==> config.mk <==
export PLATFORM = sky130hd
export DESIGN_NAME = spi_odd_master
export DESIGN_NICKNAME = d
export VERILOG_FILES = /design/src/rtl/spi_odd_pkg.sv /design/src/rtl/spi_div_latch.sv /design/src/rtl/spi_seq_fsm.sv /design/src/rtl/spi_shifter.sv /design/src/rtl/spi_odd_master.sv
export SDC_FILE = /design/constraint.sdc
export NUM_CORES = 1
export LEC_CHECK = 0
export BUFFER_PORTS_ARGS = -buffer_cell sky130_fd_sc_hd__clkbuf_2
export CAP_MARGIN = 10
export CORE_ASPECT_RATIO = 1.1
export CORE_MARGIN = 2
export CORE_UTILIZATION = 55
export DETAILED_ROUTE_END_ITERATION = 12
export PLACE_DENSITY = 0.81
export RECOVER_POWER = 25
export SLEW_MARGIN = 20
export SYNTH_ARGS = -nofsm -noshare
export SYNTH_HDL_FRONTEND = slang
export SYNTH_HIERARCHICAL = 1
export SYNTH_SLANG_ARGS = --single-unit
export TNS_END_PERCENT = 5
==> constraint.sdc <==
create_clock -name clk -period 10.4 [get_ports clk]
set_input_delay 0.52 -clock clk [delete_from_list [all_inputs] [get_ports clk]]
set_output_delay 0.52 -clock clk [all_outputs]
set_load 0.1 [all_outputs]
==> src/rtl/spi_odd_pkg.sv <==
package spi_odd_pkg;

  typedef enum logic [2:0] {
    ST_IDLE,
    ST_LEAD,
    ST_HIGH,
    ST_LOW,
    ST_DONE
  } seq_state_t;

  // Limit a requested period to the legal window.
  function automatic int unsigned clamp_div(input int unsigned raw,
                                            input int unsigned lo,
                                            input int unsigned hi);
    if (raw < lo) return lo;
    if (raw > hi) return hi;
    return raw;
  endfunction

  // High phase: rounded down half of the period.
  function automatic int unsigned first_phase(input int unsigned n);
    return n >> 1;
  endfunction

  // Low phase: whatever is left of the period.
  function automatic int unsigned second_phase(input int unsigned n);
    return n - (n >> 1);
  endfunction

endpackage

==> src/rtl/spi_div_latch.sv <==
module spi_div_latch
  import spi_odd_pkg::*;
#(
  parameter int unsigned DIV_W     = 8,
  parameter int unsigned DIV_MIN   = 4,
  parameter int unsigned DIV_MAX   = 128,
  parameter int unsigned LEAD_MULT = 2,
  parameter int unsigned LEN_W     = 9
) (
  input  logic             clk,
  input  logic             rst_n,
  input  logic             load,
  input  logic [DIV_W-1:0] div_in,
  output logic [LEN_W-1:0] ph1_len,
  output logic [LEN_W-1:0] ph2_len,
  output logic [LEN_W-1:0] lead_len
);

  int unsigned n_c;

  always_comb begin
    n_c = clamp_div({{(32-DIV_W){1'b0}}, div_in}, DIV_MIN, DIV_MAX);
  end

  always_ff @(posedge clk or negedge rst_n) begin
    if (!rst_n) begin
      ph1_len  <= LEN_W'(first_phase(DIV_MIN));
      ph2_len  <= LEN_W'(second_phase(DIV_MIN));
      lead_len <= LEN_W'(LEAD_MULT * DIV_MIN);
    end else if (load) begin
      ph1_len  <= LEN_W'(first_phase(n_c));
      ph2_len  <= LEN_W'(second_phase(n_c));
      lead_len <= LEN_W'(LEAD_MULT * n_c);
    end
  end

endmodule

==> src/rtl/spi_seq_fsm.sv <==
module spi_seq_fsm
  import spi_odd_pkg::*;
#(
  parameter int unsigned DATA_W = 8,
  parameter int unsigned LEN_W  = 9
) (
  input  logic             clk,
  input  logic             rst_n,
  input  logic             start,
  input  logic [LEN_W-1:0] ph1_len,
  input  logic [LEN_W-1:0] ph2_len,
  input  logic [LEN_W-1:0] lead_len,
  output logic             accept,
  output logic             ev_rise,
  output logic             ev_fall,
  output logic             ev_last,
  output logic             ev_finish,
  output logic             sclk,
  output logic             cs_n,
  output logic             busy,
  output logic             done
);

  localparam int unsigned BIT_W = $clog2(DATA_W + 1);

  seq_state_t       state;
  logic [LEN_W-1:0] cnt;
  logic [LEN_W-1:0] cur_len;
  logic [BIT_W-1:0] bit_cnt;
  logic             cnt_end;
  logic             all_bits;

  always_comb begin
    case (state)
      ST_LEAD: cur_len = lead_len;
      ST_HIGH: cur_len = ph1_len;
      ST_LOW:  cur_len = ph2_len;
      default: cur_len = LEN_W'(1);
    endcase
  end

  assign cnt_end   = (cnt == cur_len - LEN_W'(1));
  assign all_bits  = (bit_cnt == BIT_W'(DATA_W));
  assign accept    = (state == ST_IDLE) && start;
  assign ev_rise   = cnt_end && ((state == ST_LEAD) || ((state == ST_LOW) && !all_bits));
  assign ev_fall   = cnt_end && (state == ST_HIGH);
  assign ev_last   = cnt_end && (state == ST_LOW) && all_bits;
  assign ev_finish = (state == ST_DONE);
  assign busy      = (state != ST_IDLE);

  always_ff @(posedge clk or negedge rst_n) begin
    if (!rst_n) begin
      state   <= ST_IDLE;
      cnt     <= '0;
      bit_cnt <= '0;
      sclk    <= 1'b0;
      cs_n    <= 1'b1;
      done    <= 1'b0;
    end else begin
      done <= 1'b0;
      case (state)
        ST_IDLE: begin
          if (start) begin
            state   <= ST_LEAD;
            cnt     <= '0;
            bit_cnt <= '0;
            cs_n    <= 1'b0;
          end
        end
        ST_LEAD: begin
          if (cnt_end) begin
            state <= ST_HIGH;
            cnt   <= '0;
            sclk  <= 1'b1;
          end else begin
            cnt <= cnt + LEN_W'(1);
          end
        end
        ST_HIGH: begin
          if (cnt_end) begin
            state   <= ST_LOW;
            cnt     <= '0;
            sclk    <= 1'b0;
            bit_cnt <= bit_cnt + BIT_W'(1);
          end else begin
            cnt <= cnt + LEN_W'(1);
          end
        end
        ST_LOW: begin
          if (cnt_end) begin
            cnt <= '0;
            if (all_bits) begin
              state <= ST_DONE;
              cs_n  <= 1'b1;
            end else begin
              state <= ST_HIGH;
              sclk  <= 1'b1;
            end
          end else begin
            cnt <= cnt + LEN_W'(1);
          end
        end
        ST_DONE: begin
          state <= ST_IDLE;
          done  <= 1'b1;
        end
        default: state <= ST_IDLE;
      endcase
    end
  end

endmodule

==> src/rtl/spi_shifter.sv <==
module spi_shifter #(
  parameter int unsigned DATA_W = 8
) (
  input  logic              clk,
  input  logic              rst_n,
  input  logic              load,
  input  logic [DATA_W-1:0] tx_word,
  input  logic              ev_rise,
  input  logic              ev_fall,
  input  logic              ev_finish,
  input  logic              miso,
  output logic              mosi,
  output logic [DATA_W-1:0] rx_word
);

  logic [DATA_W-1:0] tx_sh;
  logic [DATA_W-1:0] rx_sh;

  always_ff @(posedge clk or negedge rst_n) begin
    if (!rst_n) begin
      tx_sh   <= '0;
      rx_sh   <= '0;
      mosi    <= 1'b0;
      rx_word <= '0;
    end else begin
      if (load) begin
        tx_sh <= tx_word;
      end else if (ev_rise) begin
        mosi  <= tx_sh[DATA_W-1];
        tx_sh <= {tx_sh[DATA_W-2:0], 1'b0};
      end
      if (ev_fall) begin
        rx_sh <= {rx_sh[DATA_W-2:0], miso};
      end
      if (ev_finish) begin
        rx_word <= rx_sh;
      end
    end
  end

endmodule

==> src/rtl/spi_odd_master.sv <==
module spi_odd_master #(
  parameter int unsigned DATA_W    = 8,
  parameter int unsigned DIV_W     = 8,
  parameter int unsigned DIV_MIN   = 4,
  parameter int unsigned DIV_MAX   = 128,
  parameter int unsigned LEAD_MULT = 2
) (
  input  logic              clk,
  input  logic              rst_n,
  input  logic              start,
  input  logic [DATA_W-1:0] tx_data,
  input  logic [DIV_W-1:0]  div_in,
  output logic              busy,
  output logic              done,
  output logic [DATA_W-1:0] rx_data,
  output logic              sclk,
  output logic              mosi,
  input  logic              miso,
  output logic              cs_n
);

  localparam int unsigned LEN_W = $clog2(LEAD_MULT * DIV_MAX + 1);

  logic [LEN_W-1:0] ph1_len;
  logic [LEN_W-1:0] ph2_len;
  logic [LEN_W-1:0] lead_len;
  logic             accept;
  logic             ev_rise;
  logic             ev_fall;
  logic             ev_last;
  logic             ev_finish;

  spi_div_latch #(
    .DIV_W(DIV_W), .DIV_MIN(DIV_MIN), .DIV_MAX(DIV_MAX),
    .LEAD_MULT(LEAD_MULT), .LEN_W(LEN_W)
  ) u_div (
    .clk(clk), .rst_n(rst_n), .load(accept), .div_in(div_in),
    .ph1_len(ph1_len), .ph2_len(ph2_len), .lead_len(lead_len)
  );

  spi_seq_fsm #(
    .DATA_W(DATA_W), .LEN_W(LEN_W)
  ) u_seq (
    .clk(clk), .rst_n(rst_n), .start(start),
    .ph1_len(ph1_len), .ph2_len(ph2_len), .lead_len(lead_len),
    .accept(accept), .ev_rise(ev_rise), .ev_fall(ev_fall),
    .ev_last(ev_last), .ev_finish(ev_finish),
    .sclk(sclk), .cs_n(cs_n), .busy(busy), .done(done)
  );

  spi_shifter #(
    .DATA_W(DATA_W)
  ) u_shift (
    .clk(clk), .rst_n(rst_n), .load(accept), .tx_word(tx_data),
    .ev_rise(ev_rise), .ev_fall(ev_fall), .ev_finish(ev_finish),
    .miso(miso), .mosi(mosi), .rx_word(rx_data)
  );

endmodule

==> flow_summary.json, run 1 <==
{
  "status": "finished, violations left",
  "failed_checks": "capacitance limit, slew limit",
  "dp_slack_ns": 5.60,
  "worst_pin_slew_ns": 3.15,
  "via_count": 2904,
  "ys.flop_type": "dfrtp_1",
  "cts_resized": 0,
  "viasPerCell": 5.83,
  "p_leak_uw": 0.00190,
  "period_needed_ns": 4.46,
  "drv_cap": 1,
  "cts_htree_levels": 3,
  "max_freq_ghz": 0.224,
  "ys_seq_area_share_pct": 39.5,
  "grt_pass1_vias": 2765,
  "start_util_pct": 55.9,
  "rows": 32,
  "cts.sinks": 61,
  "criticalPathCategory": "reg2reg",
  "peakVddDrop_mv": 0.155,
  "max_stage_delay_ns": 0.84,
  "die_w_um": 84.0,
  "synth_edf_count": 0,
  "hold_viol_final": 0,
  "crit_fanout": 20,
  "crit_chain": "nor2b_1, a22oi_2, or2_2, ha_1, xnor2_1, o221ai_1, or3_1, a21oi_1, and3b_1, nand2_1, nor3_2, mux2_2",
  "grt_pass1_wl_um": 13100,
  "dieArea_sq_um": 7730,
  "die_y_um": 92.0,
  "rsz0062_at_grt": "no",
  "n_antenna_cell": 0,
  "antenna_found_initial": 0,
  "post_drt_wl_per_cell_um": 15.5,
  "postRouteAntennaNets": 0,
  "globalplace.congestion": 0.891,
  "ctsRootBufferMaster": "clkbuf_8",
  "ys_warn_count": 6,
  "cts_buffers": 9,
  "grt_usage_pct": 21.1,
  "portBuffers": 32,
  "setup_viol": 0,
  "ctsHoldBuffers": 0,
  "relSlewSlack_pct": -110,
  "cts_buffer_depth": 2,
  "p_per_area_nw_per_um2": 275,
  "cts_tree": "built",
  "min_path_type": "in2reg",
  "syn_to_final_growth_pct": 8.21,
  "slew_viol_final": 62,
  "post_cts_buffers": 0,
  "drt-initial-drc-count": 178,
  "timing.final.crit_share_pct": 42.9,
  "cp.required_ns": 10.62,
  "layout_setup_ws_ns": 5.94,
  "path_clk_slew_ns": 0.07,
  "grt_max_degree": 62,
  "whs_ns": 0.386,
  "yosysUniqueCellTypes": 73,
  "async_flop_share_pct": 100,
  "tns_ns": 0,
  "layout.nets": 439,
  "dr.pass1.iters": 4,
  "skew_ns": 0.0112,
  "arrival_ns": 4.68,
  "drc": 0,
  "cp-start-kind": "register",
  "ios": 33,
  "avgSynthCellArea_sq_um": 9.85,
  "cp_slowest_cell": "dfrtp_1",
  "wl_um": 7710,
  "netlist_instances": 393,
  "coreArea_sq_um": 6930,
  "hpwl_um": 5590,
  "worstSetupEndpointType": "register",
  "clock_latency_ns": 0.34,
  "synthesis.area_sq_um": 3870,
  "gr-total-overflow": 0,
  "synth-seq-cells": 61,
  "drive_gt1_share_pct": 25.4
}
[path summary, 6_finish.rpt]
check / cells past startpoint / end / startpoint / slack [ns]
min in group asynchronous: 2 / u_shift/rx_sh[5] / rst_n / 1.30
hold reg to reg: 2 / u_div/ph2_len[3] / u_div/ph2_len[3] / 0.49
setup reg to reg: 12 / u_shift/rx_sh[1] / u_seq/state[0] / 5.94
setup / recovery: 12 / u_shift/rx_sh[1] / u_seq/state[0] / 5.94
hold / removal: 3 / u_shift/tx_sh[2] / tx_data[2] / 0.39
max in group asynchronous: 2 / u_div/ph2_len[0] / rst_n / 7.30
[sequential cells by signal, summed over array words and instances, names as in the netlist]
register	count
u_div/ph2_len	9
u_seq/cnt	9
u_div/lead_len	8
u_shift/rx_sh	8
u_shift/rx_word	8
u_shift/tx_sh	8
u_seq/bit_cnt	4
u_seq/state	3
u_seq/cs_n	1
u_seq/done	1
u_seq/sclk	1
u_shift/mosi	1
[where the power goes]
group	leakage, uW	internal [uW]	switching (uW)
Combinational	0.000993	216	324
Sequential	0.000798	301	77.4
Clock	0.000112	141	92.3
[per-layer routing]
layer	track usage, %	wire (um)	up-vias
met3	4.86	272	9
li1	-	-	1436
met1	27.1	3470	1402
met4	6.85	99	0
met2	35.4	3860	57
met5	0	0	-
[per-stage QoR]
stage	area [sq um]	utilization, %	total power, uW	cells
2_1_floorplan	3880	-	858	395
3_3_place_gp	3960	57.2	906	482
3_5_place_dp	3960	57.2	918	482
4_1_cts	4190	60.5	1160	498
5_1_grt	4190	60.5	1230	498
6_report	4190	60.5	1150	498
[layout by cell type, fill, tap and decap left out, types with 4 or more instances in the layout]
cell type,count
dfrtp_1,58
nand2_1,45
clkbuf_2,32
mux2_2,23
inv_1,18
o21ai_0,16
nand2b_1,13
nor2_1,13
nor3_1,12
mux2i_1,12
nand3_1,11
o211ai_1,11
o21ai_1,11
clkbuf_8,10
ha_1,10
xnor2_1,7
o31ai_1,6
or2_2,6
a21oi_1,5
o21a_1,5
nor4_2,4
mux2_4,4
o32a_1,4
[synthesized netlist by cell type (all sizes together) (2+ instances only)]
cell	number	area [sq um]
a21o	3	22.5
a21oi	5	25.0
a22oi	2	20.0
a311oi	2	17.5
and2	2	12.5
and3b	2	17.5
buf	23	171
clkbuf	10	38.8
dfrtp	58	1450
dfstp	3	78.8
ha	10	125
inv	19	71.3
mux2	28	330
mux2i	12	120
nand2	46	175
nand2b	14	95.1
nand3	11	55.1
nand4	2	12.5
nand4b	2	17.5
nor2	13	48.8
nor2b	3	18.8
nor3	13	65.1
nor4	7	77.6
o211ai	13	108
o21a	5	37.5
o21ai	29	160
o22a	2	17.5
o311ai	4	35.0
o31ai	6	45.0
o32a	4	40.0
o32ai	2	43.8
or2	6	37.5
or3	2	12.5
xnor2	7	61.3
xor2	3	26.3
[kinds of logic after synthesis]
group	after synthesis	synth area share, %
multiplexers	40	11.6
AND/OR/NAND/NOR	127	17.7
buffers and inverters	53	7.37
XOR/XNOR	10	2.26
AO/OA/AOI/OAI	90	17.7
flip-flops	61	39.5
other	1	0.0969
adder cells (fa/ha/maj)	11	3.75
[critical path, delay by kind of cell (launching register included)]
| family | cells | cell delay, ns |
|---|---|---|
| fa+ha+maj | 1 | 0.29 |
| compound gates | 3 | 0.54 |
| simple gates | 6 | 2.01 |
| flops | 1 | 0.84 |
| mux | 1 | 0.41 |
| xor+xnor | 1 | 0.24 |
[area by class of cell]
class | instances | area [sq um]
inverter | 20 | 75.1
sequential | 61 | 1530
timing repair buffer | 35 | 179
tap | 85 | 106
clock inverter | 6 | 86.3
clock buffer | 10 | 138
fill | 588 | 2740
multi-input combinational | 281 | 2070
Power figures use the tool's default switching activity.
==> run 2, diff against run 1 <==
Settings changed: ABC_AREA from default to 1, CORE_UTILIZATION 55 to 54, PLACE_DENSITY 0.81 to 0.83.
Clock period 10.4 ns to 3.95 ns, I/O delays scaled along.
==> flow_summary.json, run 2 <==
{
  "status": "finished, violations left",
  "failed_checks": "capacitance limit, slew limit",
  "clock_latency_ns": 0.34,
  "cts_htree_levels": 3,
  "cts_tree": "built",
  "cts_buffer_depth": 2,
  "rows": 32,
  "post_drt_wl_per_cell_um": 12.7,
  "viasPerCell": 5.22,
  "p_leak_uw": 0.00216,
  "cp_slowest_cell": "dfrtp_1",
  "whs_ns": 0.0524,
  "crit_fanout": 20,
  "min_path_type": "in2reg",
  "hold_viol_final": 0,
  "worstSetupEndpointType": "register",
  "path_clk_slew_ns": 0.08,
  "reg_top3": "u_div/ph2_len x9, u_seq/cnt x9",
  "drt-initial-drc-count": 123,
  "peakVddDrop_mv": 0.426,
  "syn_to_final_growth_pct": 7.64,
  "crit_chain": "o21ai_1, nor2_1, nand3_2, inv_2, ha_1, nand4_1, nor2_2, nor2_1, nor2_1, nand3_1, nor2_4, nand3_4, inv_1, o21ai_0",
  "via_count": 3292,
  "skew_ns": 0.0120,
  "synthesis.area_sq_um": 3850,
  "max_stage_delay_ns": 0.74,
  "relSlewSlack_pct": -110,
  "criticalPathCategory": "reg2reg",
  "ys_warn_count": 6,
  "layout.nets": 572,
  "ios": 33,
  "cp-start-kind": "register",
  "grt_pass1_wl_um": 13900,
  "antenna_found_initial": 0,
  "start_util_pct": 55.3,
  "layout_commonest_cell": "nand2_1",
  "cts.sinks": 61,
  "die_w_um": 84.5,
  "regToRegSetupSlack_ns": 0.65,
  "postRouteAntennaNets": 0,
  "period_needed_ns": 3.30,
  "max_freq_ghz": 0.303,
  "p_per_area_nw_per_um2": 718,
  "n_antenna_cell": 0,
  "timing.final.crit_share_pct": 83.5,
  "globalplace.congestion": 0.955,
  "gr-total-overflow": 0,
  "grt_pass1_vias": 3145,
  "cts_buffers": 9,
  "ctsRootBufferMaster": "clkbuf_8",
  "slew_viol_final": 62,
  "netlist_instances": 514,
  "tns_ns": 0,
  "wl_um": 8000,
  "grt_usage_pct": 22.1,
  "arrival_ns": 3.50,
  "post_cts_buffers": 0,
  "drc": 0,
  "portBuffers": 32,
  "avgSynthCellArea_sq_um": 7.49,
  "cp.required_ns": 4.15,
  "grt_max_degree": 62,
  "cp_common_cell": "nor2_1",
  "rsz0062_at_grt": "no",
  "worst_pin_slew_ns": 3.15,
  "ctsHoldBuffers": 0,
  "dieArea_sq_um": 7820,
  "drv_cap": 1,
  "mostFrequentLayoutCells": "nand2_1 (136), nand3_1 (62), inv_1 (58), dfrtp_1 (58), nor2_1 (48)",
  "coreArea_sq_um": 6970,
  "setup_viol": 0,
  "cts_resized": 0,
  "die_y_um": 92.6,
  "critPathTopFamily": "simple AND/OR/NAND/NOR gates",
  "hpwl_um": 6060,
  "worst-path-buf-inv": 2,
  "drive_gt1_share_pct": 16.8,
  "dr.pass1.iters": 4
}
-- run 2: power breakdown --
part / leakage (uW) / switching (uW) / internal [uW]
clock: 0.0000898 / 260 / 229
combinational: 0.00132 / 1040 / 443
sequential: 0.000752 / 177 / 827
total: 0.00216 / 1480 / 1500
-- run 2: layout make-up --
cell class | instances | area, sq um
Clock buffer | 9 | 124
Clock inverter | 7 | 48.8
Fill cell | 639 | 2820
Inverter | 69 | 259
Multi-Input combinational cell | 365 | 1900
Sequential cell | 61 | 1530
Tap cell | 85 | 106
Timing Repair Buffer | 35 | 179
-- run 2: through the flow --
step / cell area, sq um / worst slack [ns] / utilization (%) / instances / total power (uW)
finish: 4140 / 0.654 / 59.5 / 631 / 2980
global route: 4140 / 0.243 / 59.5 / 631 / 3250
CTS: 4150 / 0.690 / 59.5 / 631 / 2980
detailed placement: 3980 / 0.684 / 57.1 / 615 / 2480
global placement: 3980 / 0.850 / 57.1 / 615 / 2430
floorplan: 3860 / 1.36 / - / 516 / 2250
-- run 2: final timing paths --
kind	start	endpoint	cells past startpoint
worst max-delay path	u_seq/state[1]	u_shift/rx_sh[0]	14
worst max register to register	u_seq/state[1]	u_shift/rx_sh[0]	14
worst min-delay path	tx_data[0]	u_shift/tx_sh[0]	3
max in group asynchronous	rst_n	u_seq/cnt[5]	2
min in group asynchronous	rst_n	u_shift/tx_sh[2]	2
worst min register to register	u_shift/mosi	u_shift/mosi	2
-- run 2: metal layers --
metal | track usage [%] | vias up | routed length (um)
met1 | 27.9 | 1544 | 3550
met3 | 5.53 | 8 | 280
met4 | 7.80 | 0 | 85
met5 | 0 | - | 0
li1 | - | 1687 | -
met2 | 36.9 | 53 | 4080
-- run 2: worst min-delay path, stage by stage --
cell and delay (ns):
clkbuf_2 0.07, nand2_1 0.04, nand2_1 0.05
==> run 3, diff against run 2 <==
Clock period 3.95 ns to 2.85 ns, I/O delays scaled along.
==> flow_summary.json, run 3 (synthesized netlist as in run 2, its figures left out) <==
{
  "status": "finished, final reports clean",
  "ctsRootBufferMaster": "clkbuf_8",
  "grt_pass1_wl_um": 14000,
  "setup_viol": 0,
  "layout_commonest_cell": "nand2_1",
  "cts_buffer_depth": 2,
  "criticalPathCategory": "reg2reg",
  "reg_top3": "u_div/ph2_len x9, u_seq/cnt x9",
  "post_drt_wl_per_cell_um": 13.6,
  "cp.required_ns": 3.09,
  "portBuffers": 32,
  "hpwl_um": 6250,
  "cts_buffers": 9,
  "cp-start-kind": "register",
  "start_util_pct": 55.3,
  "skew_ns": 0.0124,
  "drv_cap": 0,
  "dp_slack_ns": -0.0541,
  "hold_viol_final": 0,
  "cp_slowest_cell": "dfrtp_2",
  "arrival_ns": 2.99,
  "syn_to_final_growth_pct": 12.6,
  "relSlewSlack_pct": 9.36,
  "crit_fanout": 8,
  "die_y_um": 92.6,
  "n_antenna_cell": 0,
  "cts.sinks": 61,
  "grt_max_degree": 37,
  "drive_gt1_share_pct": 19.8,
  "wl_um": 8820,
  "worst_pin_slew_ns": 1.36,
  "max_freq_ghz": 0.363,
  "postRouteAntennaNets": 0,
  "viasPerCell": 5.44,
  "p_per_area_nw_per_um2": 1030,
  "peakVddDrop_mv": 0.777,
  "mostFrequentLayoutCells": "nand2_1 (136), nand3_1 (60), inv_1 (57), dfrtp_1 (55), nor2_1 (45)",
  "fin_util_pct": 62.2,
  "via_count": 3515,
  "layout_setup_ws_ns": 0.0952,
  "layout.nets": 587,
  "rows": 32,
  "antenna_found_initial": 0,
  "crit_chain": "nor2_2, nand3_2, nand3_2, inv_2, ha_1, nand4_1, nor2_4, nand2_1, nand2_1, nor2_1, nand3_2, nor2_4, nand2_4, nor2_4, buf_6, nor2_8, nand2_1, nand3_1",
  "timing.final.crit_share_pct": 96.7,
  "path_clk_slew_ns": 0.08,
  "grt_pass1_vias": 3229,
  "clock_latency_ns": 0.36,
  "die_w_um": 84.5,
  "min_path_type": "in2reg",
  "ios": 33,
  "drc": 0,
  "worstSetupEndpointType": "register",
  "grt_usage_pct": 22.6,
  "slew_viol_final": 0,
  "p_leak_uw": 0.00222,
  "coreArea_sq_um": 6970,
  "cts_htree_levels": 3,
  "period_needed_ns": 2.75,
  "max_stage_delay_ns": 0.45,
  "dr.pass1.iters": 5,
  "cts_tree": "built",
  "gr-total-overflow": 0,
  "fill_cells": 611,
  "drt-initial-drc-count": 310,
  "dieArea_sq_um": 7820,
  "globalplace.congestion": 0.910
}
==> run 3: worst max-delay path, delay by kind of cell, from the launching register on <==
kind	cells	cell delay (ns)
adders and majority gates	1	0.21
DFF	1	0.45
buffers and inverters	2	0.20
and+or+nand+nor	15	1.77
==> run 3: worst paths after layout <==
path,start,endpoint,slack (ns),depth (start not counted)
worst min register to register,u_shift/mosi,u_shift/mosi,0.48,2
max in group asynchronous,rst_n,u_div/lead_len[3],1.06,3
worst max register to register,u_seq/state[2],u_shift/tx_sh[7],0.1,18
worst max-delay path,u_seq/state[2],u_shift/tx_sh[7],0.1,18
worst min-delay path,tx_data[5],u_shift/tx_sh[5],0.01,3
min in group asynchronous,rst_n,u_shift/tx_sh[0],0.63,2
==> run 3: layout make-up <==
class	count	area (sq um)	share of cell area, %
Multi-Input combinational cell	365	1920	44.4
Sequential cell	61	1530	35.4
Timing Repair Buffer	49	294	6.78
Inverter	69	265	6.12
Clock buffer	9	124	2.86
Tap cell	85	106	2.45
Clock inverter	7	82.6	1.90
Timing Repair inverter	1	5.00	0.115
==> run 3: repair_timing <==
action | 4_1_cts | 5_1_grt
hold buffers | 3 | 0
endpoints found under the hold margin | 26 | 0
pin swaps | 0 | 4
buffers inserted | 0 | 3
endpoints found under the setup margin | 18 | 20
resized for setup | 2 | 12
gates cloned | 0 | 2
==> run 3: power breakdown <==
group / internal, uW / switching (uW) / total, uW
logic: 710 / 1600 / 2300
registers: 1150 / 221 / 1370
clock network: 417 / 393 / 809
total: 2280 / 2210 / 4490
==> run 3: stage by stage <==
stage / power, uW / hold slack (ns) / cell area (sq um) / std cells / setup TNS [ns]
after floorplan: 3110 / -0.153 / 3860 / 516 / 0
after global placement: 3440 / 0.187 / 4030 / 622 / 0
after detailed placement: 3520 / 0.190 / 4030 / 622 / -0.310
after CTS: 4360 / 0.00539 / 4270 / 641 / 0
after global routing: 4790 / 0.00533 / 4340 / 646 / -0.353
final: 4490 / 0.0108 / 4340 / 646 / 0
==> run 3: routing by layer <==
metal / up-vias / routed length [um] / share of wire [%] / track usage, %
met2: 123 / 4410 / 50 / 38.6
met1: 1630 / 3660 / 41 / 26.0
met4: 0 / 298 / 3.4 / 10.2
met5: - / 0 / 0 / 0
met3: 33 / 446 / 5.1 / 6.68
li1: 1729 / - / - / -
